**src/rtl/srx_pkg.sv**
```systemverilog
package srx_pkg;

  typedef enum logic [2:0] {
    ST_IDLE, ST_START, ST_DATA, ST_PAR, ST_STOP, ST_HOLD
  } srx_state_e;

  typedef struct packed {
    logic [7:0] data;
    logic       perr;
    logic       ferr;
  } srx_frame_t;

  // number of data bits for a length code
  function automatic logic [3:0] word_bits(input logic [1:0] len);
    return 4'd8 - {2'b00, len};
  endfunction

  // parity bit a correct transmitter would send
  function automatic logic parity_of(input logic [7:0] d, input logic odd);
    return (^d) ^ odd;
  endfunction

endpackage

```
**src/rtl/srx_frame_sampler.sv**
```systemverilog
module srx_frame_sampler
  import srx_pkg::*;
#(
  parameter int OSR = 16
) (
  input  logic       clk,
  input  logic       rst_n,
  input  logic       tick,
  input  logic       rxd,
  input  logic       enable,
  input  logic [1:0] len,
  input  logic       par_en,
  input  logic       par_odd,
  input  logic       two_stop,
  output logic       frame_valid,
  output srx_frame_t frame_q
);
  localparam int PW = $clog2(OSR);
  localparam logic [PW-1:0] MID  = PW'(OSR / 2 - 1);
  localparam logic [PW-1:0] LAST = PW'(OSR - 1);

  logic [1:0]  sync_q;
  logic        rx_s;
  srx_state_e  state;
  logic [PW-1:0] ph;
  logic [2:0]  idx;
  logic        stop_n;
  logic [7:0]  shreg;
  logic        perr, ferr;
  logic        ferr_now;

  assign rx_s     = sync_q[1];
  assign ferr_now = ferr | ~rx_s;

  always_ff @(posedge clk or negedge rst_n) begin
    if (!rst_n) sync_q <= 2'b11;
    else        sync_q <= {sync_q[0], rxd};
  end

  always_ff @(posedge clk or negedge rst_n) begin
    if (!rst_n) begin
      state       <= ST_IDLE;
      ph          <= '0;
      idx         <= '0;
      stop_n      <= 1'b0;
      shreg       <= '0;
      perr        <= 1'b0;
      ferr        <= 1'b0;
      frame_valid <= 1'b0;
      frame_q     <= '0;
    end else begin
      frame_valid <= 1'b0;
      if (!enable) begin
        state <= ST_IDLE;
      end else if (tick) begin
        unique case (state)
          ST_IDLE: if (!rx_s) begin
            state <= ST_START;
            ph    <= '0;
          end
          ST_START: if (ph == MID) begin
            ph <= '0;
            if (!rx_s) begin
              state <= ST_DATA;
              idx   <= '0;
              shreg <= '0;
              perr  <= 1'b0;
              ferr  <= 1'b0;
            end else begin
              state <= ST_IDLE;
            end
          end else ph <= ph + 1'b1;
          ST_DATA: if (ph == LAST) begin
            ph         <= '0;
            shreg[idx] <= rx_s;
            idx        <= idx + 1'b1;
            if ({1'b0, idx} == word_bits(len) - 4'd1) begin
              state  <= par_en ? ST_PAR : ST_STOP;
              stop_n <= 1'b0;
            end
          end else ph <= ph + 1'b1;
          ST_PAR: if (ph == LAST) begin
            ph     <= '0;
            perr   <= (rx_s != parity_of(shreg, par_odd));
            state  <= ST_STOP;
            stop_n <= 1'b0;
          end else ph <= ph + 1'b1;
          ST_STOP: if (ph == LAST) begin
            ph <= '0;
            if (two_stop && !stop_n) begin
              stop_n <= 1'b1;
              ferr   <= ferr_now;
            end else begin
              frame_valid <= 1'b1;
              frame_q     <= '{data: shreg, perr: perr, ferr: ferr_now};
              state       <= (!rx_s) ? ST_HOLD : ST_IDLE;
            end
          end else ph <= ph + 1'b1;
          ST_HOLD: if (rx_s) state <= ST_IDLE;
          default: state <= ST_IDLE;
        endcase
      end
    end
  end
endmodule

```
**src/rtl/srx_fifo.sv**
```systemverilog
module srx_fifo #(
  parameter int DEPTH = 4,
  localparam int AW = $clog2(DEPTH),
  localparam int CW = $clog2(DEPTH + 1)
) (
  input  logic          clk,
  input  logic          rst_n,
  input  logic          flush,
  input  logic          push,
  input  logic [7:0]    push_data,
  input  logic          pop,
  output logic [7:0]    head,
  output logic [CW-1:0] count,
  output logic          full,
  output logic          empty
);
  logic [7:0]    mem [DEPTH];
  logic [AW-1:0] wp, rp;
  logic          do_push, do_pop;

  assign full    = (count == CW'(DEPTH));
  assign empty   = (count == '0);
  assign do_push = push & ~flush & ~full;
  assign do_pop  = pop & ~flush & ~empty;
  assign head    = mem[rp];

  always_ff @(posedge clk) begin
    if (do_push) mem[wp] <= push_data;
  end

  always_ff @(posedge clk or negedge rst_n) begin
    if (!rst_n) begin
      wp    <= '0;
      rp    <= '0;
      count <= '0;
    end else if (flush) begin
      wp    <= '0;
      rp    <= '0;
      count <= '0;
    end else begin
      if (do_push) wp <= wp + 1'b1;
      if (do_pop)  rp <= rp + 1'b1;
      count <= count + CW'(do_push) - CW'(do_pop);
    end
  end
endmodule

```
**src/rtl/srx_sticky_flags.sv**
```systemverilog
module srx_sticky_flags #(
  parameter int N = 4
) (
  input  logic         clk,
  input  logic         rst_n,
  input  logic         clr,
  input  logic [N-1:0] set,
  output logic [N-1:0] flags
);
  for (genvar i = 0; i < N; i++) begin : g_flag
    always_ff @(posedge clk or negedge rst_n) begin
      if (!rst_n)   flags[i] <= 1'b0;
      else if (clr) flags[i] <= 1'b0;
      else if (set[i]) flags[i] <= 1'b1;
    end
  end
endmodule

```
**src/rtl/serial_rx_unit.sv**
```systemverilog
module serial_rx_unit
  import srx_pkg::*;
#(
  parameter int OSR   = 16,
  parameter int DEPTH = 4
) (
  input  logic       clk,
  input  logic       rst_n,
  input  logic       os_tick,
  input  logic       rxd,
  input  logic       rx_en,
  input  logic       rx_flush,
  input  logic       err_clr,
  input  logic [1:0] cfg_len,
  input  logic       cfg_par_en,
  input  logic       cfg_par_odd,
  input  logic       cfg_two_stop,
  input  logic       irq_en,
  input  logic [7:0] irq_level,
  input  logic       rd_pop,
  output logic [7:0] rd_data,
  output logic       rx_empty,
  output logic       par_err,
  output logic       frm_err,
  output logic       ovr_err,
  output logic       brk_err,
  output logic       irq
);
  localparam int CW = $clog2(DEPTH + 1);
  localparam int NFLAG = 4;

  logic             frame_valid;
  srx_frame_t       frame;
  logic [7:0]       fifo_head;
  logic [CW-1:0]    fifo_count;
  logic             fifo_full, fifo_empty;
  logic             drop_evt, break_evt;
  logic [NFLAG-1:0] flag_set, flag_q;

  srx_frame_sampler #(.OSR(OSR)) u_sampler (
    .clk(clk), .rst_n(rst_n), .tick(os_tick), .rxd(rxd), .enable(rx_en),
    .len(cfg_len), .par_en(cfg_par_en), .par_odd(cfg_par_odd),
    .two_stop(cfg_two_stop), .frame_valid(frame_valid), .frame_q(frame)
  );

  srx_fifo #(.DEPTH(DEPTH)) u_fifo (
    .clk(clk), .rst_n(rst_n), .flush(rx_flush), .push(frame_valid),
    .push_data(frame.data), .pop(rd_pop), .head(fifo_head),
    .count(fifo_count), .full(fifo_full), .empty(fifo_empty)
  );

  assign drop_evt  = frame_valid & fifo_full & ~rx_flush;
  assign break_evt = frame_valid & frame.ferr & (frame.data == 8'h00);
  assign flag_set  = {break_evt, drop_evt,
                      frame_valid & frame.ferr, frame_valid & frame.perr};

  srx_sticky_flags #(.N(NFLAG)) u_flags (
    .clk(clk), .rst_n(rst_n), .clr(err_clr), .set(flag_set), .flags(flag_q)
  );

  assign par_err  = flag_q[0];
  assign frm_err  = flag_q[1];
  assign ovr_err  = flag_q[2];
  assign brk_err  = flag_q[3];
  assign rx_empty = fifo_empty;
  assign rd_data  = fifo_empty ? 8'h00 : fifo_head;
  assign irq      = irq_en & (32'(fifo_count) >= 32'(irq_level));
endmodule

```
**config.mk**
```make
export PLATFORM = sky130hd
export DESIGN_NAME = serial_rx_unit
export DESIGN_NICKNAME = d
export VERILOG_FILES = /design/src/rtl/srx_pkg.sv /design/src/rtl/srx_frame_sampler.sv /design/src/rtl/srx_fifo.sv /design/src/rtl/srx_sticky_flags.sv /design/src/rtl/serial_rx_unit.sv
export SDC_FILE = /design/constraint.sdc
export NUM_CORES = 1
export LEC_CHECK = 0
export CAP_MARGIN = 5
export CELL_PAD_IN_SITES_DETAIL_PLACEMENT = 0
export CELL_PAD_IN_SITES_GLOBAL_PLACEMENT = 2
export CORE_UTILIZATION = 39
export CTS_CLUSTER_SIZE = 12
export DETAILED_ROUTE_END_ITERATION = 12
export GPL_TIMING_DRIVEN = 0
export HOLD_SLACK_MARGIN = 0.15
export PLACE_DENSITY_LB_ADDON = 0.1
export SLEW_MARGIN = 5
export SYNTH_ARGS = -nofsm -noshare
export SYNTH_HDL_FRONTEND = slang
export SYNTH_SLANG_ARGS = --single-unit
```
**constraint.sdc**
```tcl
create_clock -name clk -period 2.9 [get_ports clk]
set_clock_uncertainty 0.15 [all_clocks]
set_input_delay 0.58 -clock clk [delete_from_list [all_inputs] [get_ports clk]]
set_output_delay 0.58 -clock clk [all_outputs]
set_load 0.005 [all_outputs]
```
==> out/results.tsv <==
metric	value	unit
post_cts_buffers	0	
min_path_type	flop to flop	
cp_max_fo	1	
dp_hpwl	5.61	mm
clk_pin_slew	0.08	ns
synthesis.yosys.warnings	0	
synth_cell_type_count	52	
slew_viol_final	0	
final_net_count	399	
fin_util	0.486	
yosys_most_used_dff	dfrtp_1	
p_leak	1.90	nW
holdWs	0.212	ns
final_common_cell	dfrtp_1	
crit_required	2.17	ns
whs_endpoint	u_sampler.sync_q[1]	
synth_nets	354	
drt-total-wl	7.86	mm
final_cell_area	4570	um^2
fin_ws	0.127	ns
ys_ff_latch	77	
core_area	9420	um^2
antenna_found_initial	0	
clock.fmax	0.361	GHz
rsz0062_at_grt	no	
synthesis.area	3850	um^2
cts_buffer_depth	2	
final_cells	499	
diodes	0	
maxCapViolCount	0	
final_cell_mix	43 x dfrtp_1, 32 x clkdlybuf4s50_1, 32 x edfxtp_1	
via_per_inst	5.24	
start_util	0.409	
synth_edf_count	32	
dp.cells	484	
cts_root_buf	clkbuf_8	
routabilityCongestion	0.772	
worst_r2r_path_depth	11	
htreeDepth	3	
hold_start	u_sampler.sync_q[0]	
synthArstFlopShare	0.584	
crit_type	input pin to primary output	
cts_sinks	77	
dieArea	10300	um^2
synth_cells	320	
vias	2615	
muxShareOfSynthArea	0.0790	
worst_pin_slew	0.673	ns
max_slew_margin	0.550	
synth_top_family_by_area	simple AND/OR/NAND/NOR gates	
r2r-start	u_fifo.count[1]	
die_x	101	um
cts_tree	done	
critPathLaunchType	input pin	
drt_iter0_drc	103	
status	finished, final reports clean	
min_period	2.77	ns
power.density	502	nW/um^2
fillCellCount	860	
synth-simple-area-share	0.142	
placed_area	4370	um^2
ant_nets	0	
wl_per_cell	15.7	um
cts_buffers	9	
synthXorXnorAreaFrac	0.0377	
worst-r2r-setup-slack	0.17	ns
worstSkewPairLatency	0.35	ns
vdd_ir_drop_max	0.197	mV
io_pins	36	
synth_fa_ha_area_frac	0.0410	
port_buffers	34	
end_kind	primary output	
grt_pass1_vias	2626	
crit_arrival	2.04	ns
final_hold_viol_count	0	
syn2layout_area_growth	18.9	%
fp-row-count	35	
synth.avg_cell_area	12.0	um^2
drtPass1Iterations	4	
synth-compound-area-share	0.118	
drive_gt1_frac	0.124	
die_y	101	um
post-route-period-util	0.956	
grt_max_degree	28	
overflow	0	
pre_cts_ws	-0.174	ns
setup_viol	0	
grt_pass1_wl	13.2	mm
whs_path_depth	0	
drc	0	
track_usage	0.172	
ys_seq_area_frac	0.543	
r2r_end	u_fifo.count[2]	
metal layers:
metal / routed length, um / up-vias / global-route usage
met5: 0 / - / 0
met4: 101 / 0 / 0.0535
met3: 241 / 8 / 0.0421
met2: 3930 / 46 / 0.293
met1: 3590 / 1280 / 0.217
li1: - / 1281 / -
kinds of logic (layout without fill, tap and decap cells):
| logic type | after synthesis | count (layout) |
|---|---|---|
| AOI/OAI and AO/OA | 64 | 64 |
| xor gates and xnor gates | 15 | 15 |
| adders and majority gates | 12 | 12 |
| buffers and inverters | 37 | 87 |
| DFF | 77 | 77 |
| muxes | 19 | 19 |
| and+or+nand+nor | 96 | 96 |
cell type report:
type                            instances  area (um^2)  share of cell area
Timing Repair Buffer                   36          364              0.0796
Tap cell                              129          161              0.0353
Clock buffer                            9          124              0.0271
Clock inverter                          7         81.3              0.0178
Multi-Input combinational cell        206         1610               0.352
Buffer                                 16         73.8              0.0161
Sequential cell                        77         2090               0.457
Inverter                               19         71.3              0.0156
synthesized netlist by cell type (5+ instances only):
library cell | count | area (um^2)
a21oi_1 | 11 | 55.1
edfxtp_1 | 32 | 961
nor4_1 | 5 | 31.3
mux4_2 | 8 | 180
clkbuf_1 | 10 | 37.5
or3_1 | 6 | 37.5
xnor2_1 | 8 | 70.1
buf_2 | 6 | 30.0
xor2_1 | 6 | 52.6
o41ai_1 | 12 | 105
nand2_1 | 11 | 41.3
inv_1 | 19 | 71.3
ha_1 | 11 | 138
nor2_1 | 19 | 71.3
o21ai_1 | 11 | 55.1
nor2b_1 | 8 | 50.1
a31oi_1 | 5 | 31.3
mux2_2 | 10 | 113
nand2b_1 | 9 | 56.3
dfrtp_1 | 43 | 1080
nand3_1 | 6 | 30.0
and2_1 | 14 | 87.6
worst max-delay path, cell delays in order:
cell and delay (ns):
clkdlybuf4s50_1 0.40, ha_1 0.28, nand2b_1 0.14, a21o_1 0.17, a21oi_1 0.15, nor4b_1 0.07, dlygate4sd2_1 0.26
per-stage QoR:
step / setup TNS (ns) / total power [mW]
detailed placement: -0.174 / 1.49
global route: 0 / 2.42
floorplan: 0 / 1.38
finish: 0 / 2.30
global placement: -11.35 / 1.49
CTS: 0 / 2.34
registers in the layout (all words and copies together), names as in the netlist:
register / cells
u_fifo.mem: 32
u_sampler.frame_q: 10
u_sampler.shreg: 8
u_flags.flags: 4
u_sampler.ph: 4
u_fifo.count: 3
u_sampler.idx: 3
u_sampler.state: 3
u_fifo.rp: 2
u_fifo.wp: 2
u_sampler.sync_q: 2
u_sampler.ferr: 1
u_sampler.frame_valid: 1
u_sampler.perr: 1
u_sampler.stop_n: 1
power by group:
| group | internal (mW) | total, mW | switching (mW) |
|---|---|---|---|
| clock network | 0.411 | 0.839 | 0.428 |
| logic | 0.135 | 0.287 | 0.152 |
| registers | 1.15 | 1.17 | 0.0211 |
| total | 1.70 | 2.30 | 0.601 |
how the worst max path moves through the flow:
stage                     from                 end  slack (ns)  cells past startpoint
2_1_floorplan  u_fifo.count[1]     u_fifo.count[2]        0.34                     12
3_5_place_dp      irq_level[0]                 irq       -0.17                      7
3_3_place_gp             rst_n  u_sampler.shreg[2]       -0.26                      1
6_report          irq_level[0]                 irq        0.13                      7
5_1_grt        u_fifo.count[1]     u_fifo.count[2]       0.001                     11
4_1_cts        u_fifo.count[1]     u_fifo.count[2]        0.03                     12
what timing repair did:
action | 4_1_cts | 5_1_grt
setup endpoints to repair | 4 | 7
hold buffers | 1 | 0
gates resized for setup | 2 | 0
hold endpoints to repair | 16 | 0
Power figures use the tool's default switching activity.
